**config.mk**
```make
export PLATFORM = sky130hd
export DESIGN_NAME = lmem_iso_gate
export DESIGN_NICKNAME = d
export VERILOG_FILES = /design/src/rtl/lmig_pkg.sv /design/src/rtl/lmig_win_regs.sv /design/src/rtl/lmig_bus_filter.sv /design/src/rtl/lmig_key_gate.sv /design/src/rtl/lmem_iso_gate.sv
export SDC_FILE = /design/constraint.sdc
export NUM_CORES = 1
export LEC_CHECK = 0
export BUFFER_PORTS_ARGS = -buffer_cell sky130_fd_sc_hd__buf_2
export CAP_MARGIN = 20
export CORE_AREA = 5 5 311 313
export CTS_CLUSTER_SIZE = 14
export DETAILED_ROUTE_END_ITERATION = 7
export DIE_AREA = 0 0 316 318
export SETUP_SLACK_MARGIN = 0.4
export SYNTH_ARGS = -nofsm -noshare
export SYNTH_HDL_FRONTEND = slang
export SYNTH_SLANG_ARGS = --single-unit
```
**constraint.sdc**
```tcl
create_clock -name clk -period 6.2 [get_ports clk]
set_input_delay 0.62 -clock clk [delete_from_list [all_inputs] [get_ports clk]]
set_output_delay 0.62 -clock clk [all_outputs]
set_load 0.01 [all_outputs]
```
**src/rtl/lmig_pkg.sv**
```systemverilog
package lmig_pkg;

  // True when the byte range [s, s+n) lies wholly in [b, b+z); an empty window holds nothing.
  function automatic logic range_inside(input longint unsigned s, input longint unsigned n,
                                        input longint unsigned b, input longint unsigned z);
    return (z != 0) && (s >= b) && ((s + n) <= (b + z));
  endfunction

  // True when the byte range [s, s+n) shares no byte with [b, b+z).
  function automatic logic range_clear(input longint unsigned s, input longint unsigned n,
                                       input longint unsigned b, input longint unsigned z);
    return (z == 0) || ((s + n) <= b) || (s >= (b + z));
  endfunction

  // Byte-lane mask: nbytes consecutive lanes starting at lane off.
  function automatic logic [63:0] lane_mask(input int unsigned off, input int unsigned nbytes);
    logic [63:0] ones;
    ones = (nbytes >= 64) ? {64{1'b1}} : ((64'd1 << nbytes) - 64'd1);
    return ones << off;
  endfunction

endpackage

```
**src/rtl/lmig_win_regs.sv**
```systemverilog
module lmig_win_regs #(
  parameter int ADDR_W       = 16,
  parameter int WIN_BASE_RST = 0,
  parameter int WIN_SIZE_RST = 0
) (
  input  logic              clk,
  input  logic              rst_n,
  input  logic              iso_lock,
  input  logic              cfg_we,
  input  logic [ADDR_W-1:0] cfg_base,
  input  logic [ADDR_W:0]   cfg_size,
  output logic [ADDR_W-1:0] win_base,
  output logic [ADDR_W:0]   win_size,
  output logic              cfg_take
);

  // Window may only move while the core is not isolated.
  assign cfg_take = cfg_we & ~iso_lock;

  always_ff @(posedge clk or negedge rst_n) begin
    if (!rst_n) begin
      win_base <= ADDR_W'(WIN_BASE_RST);
      win_size <= (ADDR_W+1)'(WIN_SIZE_RST);
    end else if (cfg_take) begin
      win_base <= cfg_base;
      win_size <= cfg_size;
    end
  end

endmodule

```
**src/rtl/lmig_bus_filter.sv**
```systemverilog
module lmig_bus_filter
  import lmig_pkg::*;
#(
  parameter int ADDR_W = 16,
  parameter int DATA_W = 64,
  parameter int SZ_W   = 2
) (
  input  logic                                  clk,
  input  logic                                  rst_n,
  input  logic                                  iso_lock,
  input  logic [ADDR_W-1:0]                     win_base,
  input  logic [ADDR_W:0]                       win_size,
  input  logic                                  bus_req,
  input  logic                                  bus_we,
  input  logic [ADDR_W-1:0]                     bus_addr,
  input  logic [SZ_W-1:0]                       bus_sz,
  input  logic [DATA_W-1:0]                     bus_wdata,
  output logic                                  bus_done,
  output logic                                  bus_err,
  output logic [DATA_W-1:0]                     bus_rdata,
  output logic                                  mem_b_en,
  output logic                                  mem_b_we,
  output logic [ADDR_W-$clog2(DATA_W/8)-1:0]    mem_b_addr,
  output logic [DATA_W/8-1:0]                   mem_b_be,
  output logic [DATA_W-1:0]                     mem_b_wdata,
  input  logic [DATA_W-1:0]                     mem_b_rdata,
  output logic                                  win_hit,
  output logic                                  acc_block
);

  localparam int BYTES = DATA_W / 8;
  localparam int OFF_W = $clog2(BYTES);

  logic [ADDR_W:0]   acc_len;
  logic [ADDR_W-1:0] acc_start;
  logic              acc_pass;
  logic              done_q, err_q, rd_q;

  // Access footprint: 2^sz bytes, start aligned down to the access size.
  assign acc_len   = (ADDR_W+1)'(1) << bus_sz;
  assign acc_start = bus_addr & ~(acc_len[ADDR_W-1:0] - ADDR_W'(1));

  assign win_hit   = range_inside(64'(acc_start), 64'(acc_len), 64'(win_base), 64'(win_size));
  assign acc_pass  = bus_req & (~iso_lock | win_hit);
  assign acc_block = bus_req & iso_lock & ~win_hit;

  assign mem_b_en    = acc_pass;
  assign mem_b_we    = acc_pass & bus_we;
  assign mem_b_addr  = acc_start[ADDR_W-1:OFF_W];
  assign mem_b_be    = BYTES'(lane_mask(32'(acc_start[OFF_W-1:0]), 32'(acc_len)));
  assign mem_b_wdata = bus_wdata;

  always_ff @(posedge clk or negedge rst_n) begin
    if (!rst_n) begin
      done_q <= 1'b0;
      err_q  <= 1'b0;
      rd_q   <= 1'b0;
    end else begin
      done_q <= bus_req;
      err_q  <= acc_block;
      rd_q   <= acc_pass & ~bus_we;
    end
  end

  assign bus_done  = done_q;
  assign bus_err   = err_q;
  assign bus_rdata = rd_q ? mem_b_rdata : '0;

endmodule

```
**src/rtl/lmig_key_gate.sv**
```systemverilog
module lmig_key_gate
  import lmig_pkg::*;
#(
  parameter int ADDR_W = 16,
  parameter int DATA_W = 64
) (
  input  logic                               clk,
  input  logic                               rst_n,
  input  logic                               iso_lock,
  input  logic [ADDR_W-1:0]                  win_base,
  input  logic [ADDR_W:0]                    win_size,
  input  logic                               key_req,
  input  logic                               key_from_core,
  output logic                               key_grant,
  output logic                               key_deny,
  input  logic                               dec_we,
  input  logic [ADDR_W-$clog2(DATA_W/8)-1:0] dec_addr,
  input  logic [DATA_W-1:0]                  dec_wdata,
  output logic                               dec_reject,
  output logic                               mem_k_we,
  output logic [ADDR_W-$clog2(DATA_W/8)-1:0] mem_k_addr,
  output logic [DATA_W-1:0]                  mem_k_wdata,
  output logic                               key_ok,
  output logic                               dec_ok
);

  localparam int BYTES = DATA_W / 8;
  localparam int OFF_W = $clog2(BYTES);

  logic [ADDR_W-1:0] dec_start;
  logic              dec_clear;
  logic              grant_q, deny_q, rej_q;

  assign key_ok    = key_req & key_from_core & iso_lock;
  assign dec_start = {dec_addr, {OFF_W{1'b0}}};
  assign dec_clear = range_clear(64'(dec_start), 64'(BYTES), 64'(win_base), 64'(win_size));
  assign dec_ok    = dec_we & iso_lock & dec_clear;

  assign mem_k_we    = dec_ok;
  assign mem_k_addr  = dec_addr;
  assign mem_k_wdata = dec_wdata;

  always_ff @(posedge clk or negedge rst_n) begin
    if (!rst_n) begin
      grant_q <= 1'b0;
      deny_q  <= 1'b0;
      rej_q   <= 1'b0;
    end else begin
      grant_q <= key_ok;
      deny_q  <= key_req & ~key_ok;
      rej_q   <= dec_we & ~dec_ok;
    end
  end

  assign key_grant  = grant_q;
  assign key_deny   = deny_q;
  assign dec_reject = rej_q;

endmodule

```
**src/rtl/lmem_iso_gate.sv**
```systemverilog
module lmem_iso_gate #(
  parameter int ADDR_W       = 16,
  parameter int DATA_W       = 64,
  parameter int WIN_BASE_RST = 0,
  parameter int WIN_SIZE_RST = 0,
  parameter int SZ_W         = $clog2($clog2(DATA_W/8) + 1)
) (
  input  logic                               clk,
  input  logic                               rst_n,
  input  logic                               iso_lock,
  input  logic                               cfg_we,
  input  logic [ADDR_W-1:0]                  cfg_base,
  input  logic [ADDR_W:0]                    cfg_size,
  input  logic                               core_en,
  input  logic                               core_we,
  input  logic [ADDR_W-$clog2(DATA_W/8)-1:0] core_addr,
  input  logic [DATA_W/8-1:0]                core_be,
  input  logic [DATA_W-1:0]                  core_wdata,
  output logic [DATA_W-1:0]                  core_rdata,
  output logic                               mem_c_en,
  output logic                               mem_c_we,
  output logic [ADDR_W-$clog2(DATA_W/8)-1:0] mem_c_addr,
  output logic [DATA_W/8-1:0]                mem_c_be,
  output logic [DATA_W-1:0]                  mem_c_wdata,
  input  logic [DATA_W-1:0]                  mem_c_rdata,
  input  logic                               bus_req,
  input  logic                               bus_we,
  input  logic [ADDR_W-1:0]                  bus_addr,
  input  logic [SZ_W-1:0]                    bus_sz,
  input  logic [DATA_W-1:0]                  bus_wdata,
  output logic                               bus_done,
  output logic                               bus_err,
  output logic [DATA_W-1:0]                  bus_rdata,
  output logic                               mem_b_en,
  output logic                               mem_b_we,
  output logic [ADDR_W-$clog2(DATA_W/8)-1:0] mem_b_addr,
  output logic [DATA_W/8-1:0]                mem_b_be,
  output logic [DATA_W-1:0]                  mem_b_wdata,
  input  logic [DATA_W-1:0]                  mem_b_rdata,
  input  logic                               key_req,
  input  logic                               key_from_core,
  output logic                               key_grant,
  output logic                               key_deny,
  input  logic                               dec_we,
  input  logic [ADDR_W-$clog2(DATA_W/8)-1:0] dec_addr,
  input  logic [DATA_W-1:0]                  dec_wdata,
  output logic                               dec_reject,
  output logic                               mem_k_we,
  output logic [ADDR_W-$clog2(DATA_W/8)-1:0] mem_k_addr,
  output logic [DATA_W-1:0]                  mem_k_wdata
);

  // Named internal events, observed by the bound checker.
  logic [ADDR_W-1:0] win_base_q;
  logic [ADDR_W:0]   win_size_q;
  logic              cfg_take;
  logic              win_hit;
  logic              acc_block;
  logic              key_ok;
  logic              dec_ok;

  // Core side: untouched by the isolation state.
  assign mem_c_en    = core_en;
  assign mem_c_we    = core_we;
  assign mem_c_addr  = core_addr;
  assign mem_c_be    = core_be;
  assign mem_c_wdata = core_wdata;
  assign core_rdata  = mem_c_rdata;

  lmig_win_regs #(
    .ADDR_W      (ADDR_W),
    .WIN_BASE_RST(WIN_BASE_RST),
    .WIN_SIZE_RST(WIN_SIZE_RST)
  ) win_i (
    .clk     (clk),
    .rst_n   (rst_n),
    .iso_lock(iso_lock),
    .cfg_we  (cfg_we),
    .cfg_base(cfg_base),
    .cfg_size(cfg_size),
    .win_base(win_base_q),
    .win_size(win_size_q),
    .cfg_take(cfg_take)
  );

  lmig_bus_filter #(
    .ADDR_W(ADDR_W),
    .DATA_W(DATA_W),
    .SZ_W  (SZ_W)
  ) filt_i (
    .clk        (clk),
    .rst_n      (rst_n),
    .iso_lock   (iso_lock),
    .win_base   (win_base_q),
    .win_size   (win_size_q),
    .bus_req    (bus_req),
    .bus_we     (bus_we),
    .bus_addr   (bus_addr),
    .bus_sz     (bus_sz),
    .bus_wdata  (bus_wdata),
    .bus_done   (bus_done),
    .bus_err    (bus_err),
    .bus_rdata  (bus_rdata),
    .mem_b_en   (mem_b_en),
    .mem_b_we   (mem_b_we),
    .mem_b_addr (mem_b_addr),
    .mem_b_be   (mem_b_be),
    .mem_b_wdata(mem_b_wdata),
    .mem_b_rdata(mem_b_rdata),
    .win_hit    (win_hit),
    .acc_block  (acc_block)
  );

  lmig_key_gate #(
    .ADDR_W(ADDR_W),
    .DATA_W(DATA_W)
  ) key_i (
    .clk          (clk),
    .rst_n        (rst_n),
    .iso_lock     (iso_lock),
    .win_base     (win_base_q),
    .win_size     (win_size_q),
    .key_req      (key_req),
    .key_from_core(key_from_core),
    .key_grant    (key_grant),
    .key_deny     (key_deny),
    .dec_we       (dec_we),
    .dec_addr     (dec_addr),
    .dec_wdata    (dec_wdata),
    .dec_reject   (dec_reject),
    .mem_k_we     (mem_k_we),
    .mem_k_addr   (mem_k_addr),
    .mem_k_wdata  (mem_k_wdata),
    .key_ok       (key_ok),
    .dec_ok       (dec_ok)
  );

endmodule

```
## After elaboration in Yosys (flattened, before gate mapping)

Index checks and enable logic that the tools add are counted.

- Flip-flop bits (word level): 39
- Bits of input ports: 416
- Output and inout port bits: 385

- $add $sub $neg: 5
- Magnitude comparators: 5
- Shifts and indexed selects: 3
- Multiplexer cells: 2
- Bitwise operators: 20
- Reductions and logical operators: 6

Operator list:

| cell | number |
|---|---|
| $mux 64 | 2 |
| $ge 16x64->1 | 1 |
| $le 64x16->1 | 1 |
| $le 64x64->1 | 1 |
| $shl 1x17->64 const A | 1 |
| $shl 64x3->8 | 1 |
| $sub 64x1->64 const B | 1 |
| $add 16x17->18 | 2 |
| $add 16x4->17 const B | 1 |
| $ge 17x7->1 const B | 1 |
| $logic_not 17->1 | 1 |
| $reduce_bool 17->1 | 1 |
| $shl 1x2->17 const A | 1 |
| $and 16x16->16 | 1 |
| $ge 16x16->1 | 1 |
| $not 16->16 | 1 |
| $sub 16x1->16 const B | 1 |
| $and 1x1->1 | 12 |
| $not 1->1 | 5 |
| $logic_and 1x1->1 | 2 |
| $logic_or 1x1->1 | 2 |
| $or 1x1->1 | 1 |

## Logic depth before layout (Yosys ltp)

- Depth in word-level cells: 10
- Depth in mapped cells: 18
- Gate-level depth less buffers: 17

## Hierarchy

A second synthesis with hierarchy kept.

- Cells, all modules: 985
- Area total of the unflattened synthesis: 8090.3 um^2

Modules (own cells, without submodules):

| module | instances | cells each | area each (um^2) | sequential area each (um^2) |
|---|---|---|---|---|
| lmig_bus_filter | 1 | 452 | 3185.6 | 75.1 |
| lmig_key_gate | 1 | 311 | 2379.8 | 75.1 |
| lmig_win_regs | 1 | 71 | 1391.3 | 825.8 |
| lmem_iso_gate | 1 | 151 | 1133.6 | 0.0 |

## Least setup slack after synthesis

No wires, ideal clock.

- Kind: input-to-output
- From: in bus_sz[1]
- To: out mem_b_en
- Arrival: 3881 ps
- Path slack: 1699 ps
- Stages on the path: 16
- Buffers on the path: 1
- Cell sequence: clkbuf_1 -> nand2_1 -> ha_1 -> and2_1 -> ha_1 -> o21ai_1 -> a21boi_2 -> nand4_1 -> xnor2_1 -> ha_1 -> a21oi_1 -> nand2_1 -> a211o_1 -> o31ai_1 -> nor3b_2 -> nor3b_1

- Cells in the longest elaborated chain, start to end: 9
- Elaborated cells on any way between the ends: 11
- Those cells by class: add/sub (2); order compare (2); shift (1); bitwise (4); reduce/logical (2)

Ends and longest elaborated chain:

| what | RTL line | RTL |
|---|---|---|
| from (decl) | lmem_iso_gate.sv:29 | `input logic [SZ_W-1:0] bus_sz,` |
| $shl 1x2->17 * | lmig_bus_filter.sv:40 | `assign acc_len = (ADDR_W+1)'(1) << bus_sz;` |
| $sub 16x1->16 * | lmig_bus_filter.sv:41 | `assign acc_start = bus_addr & ~(acc_len[ADDR_W-1:0] - ADDR_W'(1));` |
| $not 16->16 * | lmig_bus_filter.sv:41 |  |
| $and 16x16->16 * | lmig_bus_filter.sv:41 |  |
| via mem_b_addr[0] | lmem_iso_gate.sv:36 | `output logic [ADDR_W-$clog2(DATA_W/8)-1:0] mem_b_addr,` |
| $add 16x17->18 / $ge 16x16->1 (equally long branches) | lmig_pkg.sv:6 | `return (z != 0) && (s >= b) && ((s + n) <= (b + z));` |
| $le 64x64->1 / $logic_and 1x1->1 (equally long branches) | lmig_pkg.sv:6 |  |
| $logic_and 1x1->1 * | lmig_pkg.sv:6 |  |
| $or 1x1->1 * | lmig_bus_filter.sv:44 | `assign acc_pass = bus_req & (~iso_lock \| win_hit);` |
| $and 1x1->1 * | lmig_bus_filter.sv:44 |  |
| to (decl) | lmem_iso_gate.sv:34 | `output logic mem_b_en,` |

The timed path passes the listed nets; every way through them passes the cells marked *.

## Final worst setup path

- From: reg win_i.win_size[0]
- To: out mem_b_we

- Cells in the longest elaborated chain, start to end: 6
- Elaborated cells on any way between the ends: 8
- Those cells by class: add/sub (1); order compare (1); bitwise (3); reduce/logical (3)

Ends and longest elaborated chain:

| what | RTL line | RTL |
|---|---|---|
| from (decl) | lmig_win_regs.sv:13 | `output logic [ADDR_W:0] win_size,` |
| from (signal assigned) | lmig_win_regs.sv:23 | `win_size <= (ADDR_W+1)'(WIN_SIZE_RST);` |
| from (signal assigned) | lmig_win_regs.sv:26 | `win_size <= cfg_size;` |
| $add 16x17->18 / $reduce_bool 17->1 (equally long branches) | lmig_pkg.sv:6 |  |
| $le 64x64->1 / $logic_and 1x1->1 (equally long branches) | lmig_pkg.sv:6 |  |
| $logic_and 1x1->1 * | lmig_pkg.sv:6 |  |
| $or 1x1->1 * | lmig_bus_filter.sv:44 |  |
| $and 1x1->1 * | lmig_bus_filter.sv:44 |  |
| $and 1x1->1 * | lmig_bus_filter.sv:48 | `assign mem_b_we = acc_pass & bus_we;` |
| to (decl) | lmem_iso_gate.sv:35 | `output logic mem_b_we,` |

Mark *: on every way between the ends. The rest lies on a longest branch, timed or not.

==> run metrics <==
EDFF count, synth=0; CP endpoint kind=output port; fraction of registers with async set/reset=1.00; Max-cap violations=0; first-pass GRT wire length=82,900 microns; R2R Setup Slk=2060 ps; DR WL/cell=33.2 microns; Starting DRT DRC Count=approximately 340; GRT Overall Usage=0.133; Fmax achieved=between 150 and 200 MHz; routed vias/inst=a little under 3; DP HPWL=67,500 microns; library cells used by synthesis=62; Clk Latency, worst-skew pair=around 310 ps; Total Neg Setup Slack=0 ps; Synth Net Count=1,403; period utilization=0.851; Warnings, synthesis=0; drt pass-1 iters=4; crit path time final=roughly 5300 ps; num ports=801; area post-placement=0.00768 sq mm; Final Hold Viols=0; Reg clk slew, reported paths=about 70 ps; nets=1,344; crit path launch type=flip-flop; crit path max fanout=4; Die Ht=318 microns; post-cts resize count=0; clock buffer depth=2; sequential share of the synthesized area=0.137; HP Class=primary input to async pin; Root Buffer=clkbuf_16; crit path kind=flip-flop to output port; drc violations=0; RSZ-0062 raised after global routing=no; most common cell in the netlist=buf_4; post-route cell area=0.00795 sq mm; Yosys reg bits=39; die area=0.100 sq mm; clock sinks=39; overflow left after global routing=0; Initial Utilization=0.0759; core area=0.0940 sq mm; final WL=slightly above 70,000 microns; Post-CTS Setup Bufs=0; status=completed; WP data arrival=4660 ps; PnR worst setup slack=922 ps; layout cell share with drive strength beyond 1=0.341; crit path to=mem_b_we; setup slack at placement=1150 ps; Main synth FF type=dfrtp_1; Rel. slew slack=0.312; syn avg cell area=around 7.9 sq um; endpoints failing setup=0; gpl congestion=between 0.8 and 0.9; R2R depth=16; CTS Hold Buffers Added=0; largest net degree at the start of global routing=between 60 and 70; overall power=0.00155 W; biggest area consumer among synthesized cells=buf_4; FF-to-FF End=filt_i.rd_q$_DFF_PN0_; Synth Instances=905; top cells by count, synth=buf_4 (292), ha_1 (81), and2_1 (70), nand2_1 (58), a21oi_1 (45); vias in the first global route=~6,000; Layout Skew=16.6 ps; crit path launch=win_i.win_size[0]$_DFFE_PN0P_; PD cells=just under 200 mW/mm^2; cts bufs inserted=5; initial antenna violation count=79; Max VDD drop=103 uV; top cells by area, synth=buf_4 (31%), ha_1 (14%), dfrtp_1 (14%), and2_1 (6.1%), xnor2_1 (3.3%); WP data required=5580 ps; DRT antenna net count=0; mapped cell area=0.00713 sq mm; worst r2r src=win_i.win_size[0]$_DFFE_PN0P_; H-tree Lvls=2; Max Slew Vio Count=0; leakage=about 3.4 nW; row cnt=approximately 110; top cell type's share of synthesized area=0.307; synthesis-to-layout area growth=11.5%; CTS tree=built; IO buf count=242; Die W=316 microns; Worst Tran Pin Value=1030 ps; via count=6,175
-- cells by family after synthesis --
family,after synthesis,share of synthesized area
and+or+nand+nor,251,0.190
buffers and inverters,350,0.338
DFF,39,0.137
adders and majority gates,82,0.145
muxes,19,0.0300
xor gates and xnor gates,38,0.0467
AOI/OAI and AO/OA,126,0.113
-- worst max-delay path, cell delays in order (launching register included) --
cell and delay (ps):
dfrtp_1 400, ha_1 230, fa_1 440, a211oi_2 260, o21ai_2 110, a41oi_1 280
nor2_1 100, o41ai_2 240, xor2_1 350, ha_1 340, a21oi_1 180, nand2_1 70
a211o_1 290, o31ai_1 240, nor3b_2 80, buf_4 200, nor3_1 300, buf_2 250
-- metal layers --
layer | share of wire | vias to the layer above | track usage | routed length, microns
met5 | 0.0036 | - | 0.00725 | 259
met4 | 0.024 | 32 | 0.0191 | 1740
met3 | 0.33 | 140 | 0.206 | 23300
met2 | 0.45 | 696 | 0.219 | 32000
met1 | 0.19 | 2633 | 0.0751 | 13900
li1 | - | 2674 | - | -
-- cell usage in the layout (no fill, tap or decap), types with 3 or more instances in the layout --
master / n
buf_2: 242
a21boi_0: 4
xnor2_1: 27
a211oi_1: 4
nor3_1: 6
nand2b_1: 5
xor2_1: 11
mux2_2: 19
diode_2: 31
and2_1: 70
inv_1: 39
clkbuf_16: 5
nor2b_1: 10
o21a_1: 6
a21o_1: 4
and3_1: 5
nand4_1: 18
a21oi_1: 45
o21ai_0: 33
nand2_1: 58
o211ai_1: 3
nand3_1: 16
ha_1: 81
nor2_1: 38
dfrtp_1: 38
nor4_1: 7
nor4b_1: 3
-- sequential cells by signal, indices dropped and copies added (netlist names) --
name              count
win_i.win_size       17
win_i.win_base       16
filt_i.bus_done       1
filt_i.bus_err        1
filt_i.rd_q           1
key_i.dec_reject      1
key_i.key_deny        1
key_i.key_grant       1
-- how the worst min path moves through the flow --
| stage | startpoint | to | slack [ps] | cells past startpoint |
|---|---|---|---|---|
| floorplan | rst_n | filt_i.bus_done$_DFF_PN0_ | 320 | 0 |
| global placement | win_i.win_size[0]$_DFFE_PN0P_ | win_i.win_size[0]$_DFFE_PN0P_ | 530 | 1 |
| detailed placement | win_i.win_size[0]$_DFFE_PN0P_ | win_i.win_size[0]$_DFFE_PN0P_ | 550 | 1 |
| CTS | bus_req | filt_i.bus_done$_DFF_PN0_ | 460 | 1 |
| global route | rst_n | win_i.win_size[9]$_DFFE_PN0P_ | 230 | 1 |
| finish | rst_n | win_i.win_size[9]$_DFFE_PN0P_ | 210 | 1 |
-- area by class of cell --
type                    instances  area (sq um)
multi-input cells             516          3750
clock buffers                   5           125
clock inverters                 3          46.3
flip-flops and latches         39           977
well taps                    1265          1580
repair buffers                245          1250
diodes                         31          77.6
inverters                      39           146
fillers                     11008         86100
-- report_power, final --
part	total, W	switching [W]	internal (W)
Combinational	0.000895	0.000529	0.000365
Sequential	0.000328	0.0000395	0.000288
Clock	0.000328	0.000135	0.000192
Total	0.00155	0.000704	0.000846
-- stage by stage --
step                hold WS [ps]  utilization  std cells
CTS                          460       0.0836       2111
global placement             533       0.0817       2103
global route                 230       0.0839       2117
finish                       215       0.0846       2143
detailed placement           546       0.0817       2103
floorplan                    324            -        905
Note: power is estimated with default switching activity, not from simulation.
